$ cat config.mk
export PLATFORM = sky130hd
export DESIGN_NAME = ovl_mixer
export DESIGN_NICKNAME = d
export VERILOG_FILES = /design/src/rtl/ovl_mix_pkg.sv /design/src/rtl/ovl_palette.sv /design/src/rtl/ovl_blend.sv /design/src/rtl/ovl_mix_ctrl.sv /design/src/rtl/ovl_mixer.sv
export SDC_FILE = /design/constraint.sdc
export NUM_CORES = 1
export LEC_CHECK = 0
export ABC_AREA = 1
export BUFFER_PORTS_ARGS = -buffer_cell sky130_fd_sc_hd__buf_4
export CAP_MARGIN = 20
export CORE_ASPECT_RATIO = 1.5
export CORE_MARGIN = 2
export CORE_UTILIZATION = 50
export CTS_BUF_LIST = sky130_fd_sc_hd__clkbuf_2
export DETAILED_ROUTE_END_ITERATION = 7
export HOLD_SLACK_MARGIN = 0.12
export PLACE_DENSITY = 0.71
export REMOVE_ABC_BUFFERS = 1
export SYNTH_ARGS = -nofsm -noshare
export SYNTH_HDL_FRONTEND = slang
export SYNTH_SLANG_ARGS = --single-unit
$ cat constraint.sdc
create_clock -name clk -period 6.45 [get_ports clk]
set_clock_uncertainty 0.15 [all_clocks]
set_input_delay 0.3225 -clock clk [delete_from_list [all_inputs] [get_ports clk]]
set_output_delay 0.3225 -clock clk [all_outputs]
set_load 0.03 [all_outputs]
$ cat src/rtl/ovl_mix_pkg.sv
package ovl_mix_pkg;

   localparam int SEL_W  = 3;
   localparam int LVL_W  = 2;
   localparam int WGT_W  = 4;
   localparam int NCOMP  = 3;
   localparam int BASE_W = 8;

   typedef enum logic [1:0] {
      MIX_OFF  = 2'b00,
      MIX_EXT  = 2'b01,
      MIX_FADE = 2'b10,
      MIX_HARD = 2'b11
   } mix_mode_e;

   // component order inside a packed triple: [0]=Y, [1]=Cb, [2]=Cr
   function automatic logic [NCOMP-1:0][BASE_W-1:0] pal_base(input logic [SEL_W-1:0] code);
      logic [NCOMP-1:0][BASE_W-1:0] r;
      case (code)
         3'd1:    r = {8'd128, 8'd128, 8'd180};
         3'd2:    r = {8'd142, 8'd44,  8'd162};
         3'd3:    r = {8'd44,  8'd156, 8'd131};
         3'd4:    r = {8'd58,  8'd72,  8'd112};
         3'd5:    r = {8'd198, 8'd184, 8'd84};
         3'd6:    r = {8'd212, 8'd100, 8'd65};
         3'd7:    r = {8'd114, 8'd212, 8'd35};
         default: r = '0;
      endcase
      return r;
   endfunction

   function automatic logic [WGT_W-1:0] ext_weight(input logic [LVL_W-1:0] lvl);
      case (lvl)
         2'd0:    return 4'd0;
         2'd1:    return 4'd1;
         2'd2:    return 4'd7;
         default: return 4'd8;
      endcase
   endfunction

endpackage

$ cat src/rtl/ovl_palette.sv
module ovl_palette #(
   parameter int PIX_W = 8
) (
   input  logic [ovl_mix_pkg::SEL_W-1:0]                code_i,
   output logic [ovl_mix_pkg::NCOMP-1:0][PIX_W-1:0]     ycc_o
);
   import ovl_mix_pkg::*;

   localparam int SHIFT = PIX_W - BASE_W;

   logic [NCOMP-1:0][BASE_W-1:0] base;

   assign base = pal_base(code_i);

   for (genvar k = 0; k < NCOMP; k++) begin : g_comp
      assign ycc_o[k] = PIX_W'(base[k]) << SHIFT;
   end

endmodule

$ cat src/rtl/ovl_blend.sv
module ovl_blend #(
   parameter int PIX_W = 8
) (
   input  logic [PIX_W-1:0]                 a_i,
   input  logic [PIX_W-1:0]                 b_i,
   input  logic [ovl_mix_pkg::WGT_W-1:0]    w_i,
   output logic [PIX_W-1:0]                 y_o
);
   import ovl_mix_pkg::*;

   localparam int SUM_W = PIX_W + WGT_W;

   logic [WGT_W-1:0] w_inv;
   logic [SUM_W-1:0] sum;

   assign w_inv = 4'd8 - w_i;
   assign sum   = ({{WGT_W{1'b0}}, a_i} * SUM_W'(w_i))
                + ({{WGT_W{1'b0}}, b_i} * SUM_W'(w_inv))
                + SUM_W'(4);
   assign y_o   = PIX_W'(sum >> 3);

endmodule

$ cat src/rtl/ovl_mix_ctrl.sv
module ovl_mix_ctrl (
   input  logic [1:0]                       mode_i,
   input  logic [ovl_mix_pkg::SEL_W-1:0]    prev_sel_i,
   input  logic [ovl_mix_pkg::SEL_W-1:0]    cur_sel_i,
   input  logic [ovl_mix_pkg::SEL_W-1:0]    next_sel_i,
   input  logic [ovl_mix_pkg::LVL_W-1:0]    lvl_i,
   output logic [ovl_mix_pkg::SEL_W-1:0]    a_code_o,
   output logic [ovl_mix_pkg::SEL_W-1:0]    b_code_o,
   output logic [ovl_mix_pkg::WGT_W-1:0]    w_o
);
   import ovl_mix_pkg::*;

   // a code of 0 stands for the held pixel itself
   mix_mode_e mode;
   assign mode = mix_mode_e'(mode_i);

   always_comb begin
      a_code_o = cur_sel_i;
      b_code_o = '0;
      w_o      = 4'd8;
      unique case (mode)
         MIX_OFF: begin
            a_code_o = '0;
         end
         MIX_EXT: begin
            if (cur_sel_i != '0) w_o = ext_weight(lvl_i);
         end
         MIX_HARD: begin
            w_o = 4'd8;
         end
         MIX_FADE: begin
            if (next_sel_i != cur_sel_i) begin
               a_code_o = next_sel_i;
               b_code_o = cur_sel_i;
               w_o      = 4'd1;
            end else if (prev_sel_i != cur_sel_i) begin
               a_code_o = cur_sel_i;
               b_code_o = prev_sel_i;
               w_o      = 4'd7;
            end
         end
         default: a_code_o = '0;
      endcase
   end

endmodule

$ cat src/rtl/ovl_mixer.sv
module ovl_mixer #(
   parameter int PIX_W = 8
) (
   input  logic             clk,
   input  logic             rst_n,
   input  logic [1:0]       mode_i,
   input  logic             in_valid_i,
   input  logic [PIX_W-1:0] pix_y_i,
   input  logic [PIX_W-1:0] pix_cb_i,
   input  logic [PIX_W-1:0] pix_cr_i,
   input  logic [2:0]       ovl_sel_i,
   input  logic [1:0]       mix_lvl_i,
   output logic             out_valid_o,
   output logic [PIX_W-1:0] out_y_o,
   output logic [PIX_W-1:0] out_cb_o,
   output logic [PIX_W-1:0] out_cr_o
);
   import ovl_mix_pkg::*;

   if (PIX_W < BASE_W || PIX_W > 16) begin : g_bad_width
      $error("ovl_mixer: PIX_W must lie in 8..16");
   end

   logic                          h_valid;
   logic [NCOMP-1:0][PIX_W-1:0]   h_pix;
   logic [SEL_W-1:0]              h_sel;
   logic [SEL_W-1:0]              p_sel;
   logic [LVL_W-1:0]              h_lvl;

   logic [SEL_W-1:0]              a_code, b_code;
   logic [WGT_W-1:0]              wgt;
   logic [NCOMP-1:0][PIX_W-1:0]   pal_a, pal_b, src_a, src_b, mixed;
   logic [NCOMP-1:0][PIX_W-1:0]   in_pix;

   assign in_pix = {pix_cr_i, pix_cb_i, pix_y_i};

   ovl_mix_ctrl ctrl_i (
      .mode_i     (mode_i),
      .prev_sel_i (p_sel),
      .cur_sel_i  (h_sel),
      .next_sel_i (ovl_sel_i),
      .lvl_i      (h_lvl),
      .a_code_o   (a_code),
      .b_code_o   (b_code),
      .w_o        (wgt)
   );

   ovl_palette #(.PIX_W(PIX_W)) pal_a_i (.code_i(a_code), .ycc_o(pal_a));
   ovl_palette #(.PIX_W(PIX_W)) pal_b_i (.code_i(b_code), .ycc_o(pal_b));

   assign src_a = (a_code == '0) ? h_pix : pal_a;
   assign src_b = (b_code == '0) ? h_pix : pal_b;

   for (genvar k = 0; k < NCOMP; k++) begin : g_blend
      ovl_blend #(.PIX_W(PIX_W)) blend_i (
         .a_i (src_a[k]),
         .b_i (src_b[k]),
         .w_i (wgt),
         .y_o (mixed[k])
      );
   end

   always_ff @(posedge clk) begin
      if (!rst_n) begin
         h_valid     <= 1'b0;
         h_pix       <= '0;
         h_sel       <= '0;
         h_lvl       <= '0;
         p_sel       <= '0;
         out_valid_o <= 1'b0;
         out_y_o     <= '0;
         out_cb_o    <= '0;
         out_cr_o    <= '0;
      end else if (in_valid_i) begin
         out_valid_o <= h_valid;
         if (h_valid) begin
            out_y_o  <= mixed[0];
            out_cb_o <= mixed[1];
            out_cr_o <= mixed[2];
            p_sel    <= h_sel;
         end
         h_valid <= 1'b1;
         h_pix   <= in_pix;
         h_sel   <= ovl_sel_i;
         h_lvl   <= mix_lvl_i;
      end else begin
         out_valid_o <= 1'b0;
      end
   end

endmodule

==> results by group <==
GRT
  – Tot GR Track Use: 0.278
  – Largest net degree at the start of global routing: 48
  – First-pass GRT wire length: ~38000 um
  – Initial antenna violation count: 2
  – Vias in the first global route: approximately 8100
  – Overflow after GRT: 0

STA
  – Max-slew violations: 0
  – Setup TNS: 0 ns
  – Final min period: around 6 ns
  – Setup ws final: 0.431 ns
  – Final hold vios: 0
  – Final setup violation count: 0
  – Fin crit share: 0.933
  – Fmax: 166 MHz
  – Max_slew headroom: 0.539
  – Worst slew pin tran: 0.690 ns

Logic synthesis
  – FF+latch count, synth: 58
  – Cells after Synth: roughly 1100
  – Synth cell types: 46
  – Synth Area per Inst: 7.42 um2
  – EDFF count, synth: 0
  – Post-Syn Area: approximately 8400 um2
  – Top_reg_cell synth: dfxtp_1
  – Synth Warn #: 0
  – Sequential area share after synthesis: 0.139
  – Async set-reset flop share out of synthesis: 0

Setup path
  – Crit end category: flip-flop
  – Critical Path RT: roughly 7 ns
  – Crit path max fanout: 13
  – Critical Path Max Stage Delay: 0.50 ns
  – Worst Path Arrival: between 6 and 7 ns
  – Crit path kind: reg2reg
  – Slowest cell on the critical path: fa_1
  – Crit path top cell by count: nand2_1
  – Worst Setup Start Kind: flip-flop

Drt
  – ANT nets after route: 0
  – Pre-Repair DR Iteration Count: 5
  – DRC Markers: 0
  – WL per Instance: about 16 um
  – Drt via density: ~5.2
  – DRT iter0 DRCs: about 390
  – Routed via count: 7573
  – Wirelength, routed: 22800 um

Outcome
  – Outcome: complete, no violations

CTS
  – Root Buffer: clkbuf_2
  – TritonCTS Buffers: 9
  – Worst skew pair latency: 0.59 ns
  – Clk sink count: 58
  – H-tree levels: 3
  – CTS max path bufs: 2
  – Clk pin slew, worst setup/hold paths: ~0.20 ns
  – CTS tree: built

Power
  – Worst ir drop on vdd: 0.0903 mV
  – Pwr dens: between 150 and 200 nW/um2
  – Lkg Pwr: 5.05 nW

Job
  – Max cap viols: 0

Placed design
  – Worst slack at placement: approximately 0.19 ns
  – HPWL Detailed: roughly 18000 um
  – Routability cong.: roughly 0.97
  – IO Port Bufs: between 50 and 60

Final layout
  – Layout cells sized above 1: 0.141
  – FF/Latch Area: 1170 um2
  – Synthesis-to-layout area growth: 19.1%
  – Area of the multi-input gates: roughly 6000 um2
  – Final nets: about 1500
  – Fill cells: 1514

Floorplan
  – IO Pins: ~60
  – Core area: around 16000 um2
  – Die height: between 150 and 200 um
  – Width of the chip: 110 um
  – Area of the die: 17800 um2
  – Starting Density: 0.515
  – Standard-cell rows: 57

Hold path
  – Min-Delay Path Class: reg2reg
## cell type report
class,instances,share of cell area
antenna,2,0.000502
clock buffer,10,0.00502
inverter,270,0.102
sequential,58,0.117
multi-input combinational,765,0.612
tap,206,0.0259
timing repair buffer,151,0.129
clock inverter,6,0.00816
## path summary, 6_finish.rpt
check / slack (ns) / endpoint / cells after the start / start
setup / recovery: 0.43 / out_cb_o[7] / 31 / h_sel[2]
hold / removal: 0.34 / h_pix[2] / 2 / h_pix[2]
setup reg to reg: 0.43 / out_cb_o[7] / 31 / h_sel[2]
hold reg to reg: 0.34 / h_pix[2] / 2 / h_pix[2]
## worst max-delay path, delay by kind of cell, from the launching register on
kind            cells  cell delay (ns)
fa+ha+maj           6             2.53
compound gates      6             0.79
xor+xnor            2             0.40
simple gates       11             1.02
flops               1             0.41
buf+inv             6             0.61
## kinds of logic after synthesis
family	count (synthesis)	synth area share
AOI/OAI and AO/OA	153	0.101
and+or+nand+nor	404	0.208
xor gates and xnor gates	30	0.0336
buffers and inverters	304	0.141
DFF	58	0.139
adders and majority gates	178	0.377
## power breakdown
group	switching [W]	total, W	internal [W]	leakage [nW]
sequential	0.0000196	0.000405	0.000386	0.481
clock	0.000168	0.000296	0.000127	0.0794
combinational	0.000635	0.00104	0.000406	4.49
total	0.000823	0.00174	0.000919	5.05
## metrics by stage
| stage | utilization | cell area [um2] | total power, W | std cells | hold slack, ns |
|---|---|---|---|---|---|
| CTS | 0.604 | 9830 | 0.00173 | 1460 | 0.334 |
| global placement | 0.560 | 9100 | 0.00138 | 1385 | 0.295 |
| global route | 0.613 | 9960 | 0.00192 | 1468 | 0.358 |
| floorplan | - | 8200 | 0.00113 | 1093 | 0.284 |
| finish | 0.613 | 9960 | 0.00174 | 1468 | 0.337 |
| detailed placement | 0.560 | 9100 | 0.00140 | 1385 | 0.306 |
## Yosys cell counts (13+ instances only)
master | instances | area share
a21oi_1 | 49 | 0.029
clkbuf_1 | 24 | 0.011
dfxtp_1 | 58 | 0.14
fa_1 | 123 | 0.29
ha_1 | 55 | 0.082
inv_1 | 257 | 0.12
nand2_1 | 147 | 0.066
nand2_2 | 13 | 0.0097
nand3_1 | 26 | 0.016
nor2_1 | 181 | 0.081
o21ai_0 | 75 | 0.045
xnor2_1 | 13 | 0.014
xor2_1 | 16 | 0.017
## what timing repair did
item	in CTS	in global routing
setup endpoints to repair	0	3
endpoints found under the hold margin	47	0
gates resized for setup	0	24
hold buffers	59	0
buffers inserted	0	6
## metal layers
layer	global-route usage	vias up	part of all wire
met2	0.500	210	0.53
met3	0.0332	70	0.034
met4	0.147	0	0.047
met5	0	-	0
li1	-	3640	-
met1	0.316	3653	0.39
## sequential cells by signal, summed over array words and instances, names as in the netlist
signal and count:
h_pix 24, out_cb_o 8, out_cr_o 8, out_y_o 8, h_sel 3, p_sel 3, h_lvl 2, h_valid 1
out_valid_o 1
## cell usage in the layout (no fill, tap or decap), types with 4 or more instances in the layout
cell type,count
fa_1,123
nand2_1,146
nor2_2,6
nor3_1,8
nand3_2,4
xor2_1,16
nor2_1,178
ha_1,54
or2_2,7
o21ai_0,73
o211ai_1,4
dlygate4sd3_1,59
clkbuf_2,10
inv_1,255
o21ai_1,4
nand2_2,13
nand3_4,4
nand3_1,25
buf_4,91
inv_2,11
dfxtp_1,55
a21oi_1,48
xnor2_1,10
(Power assumes the default switching activity.)
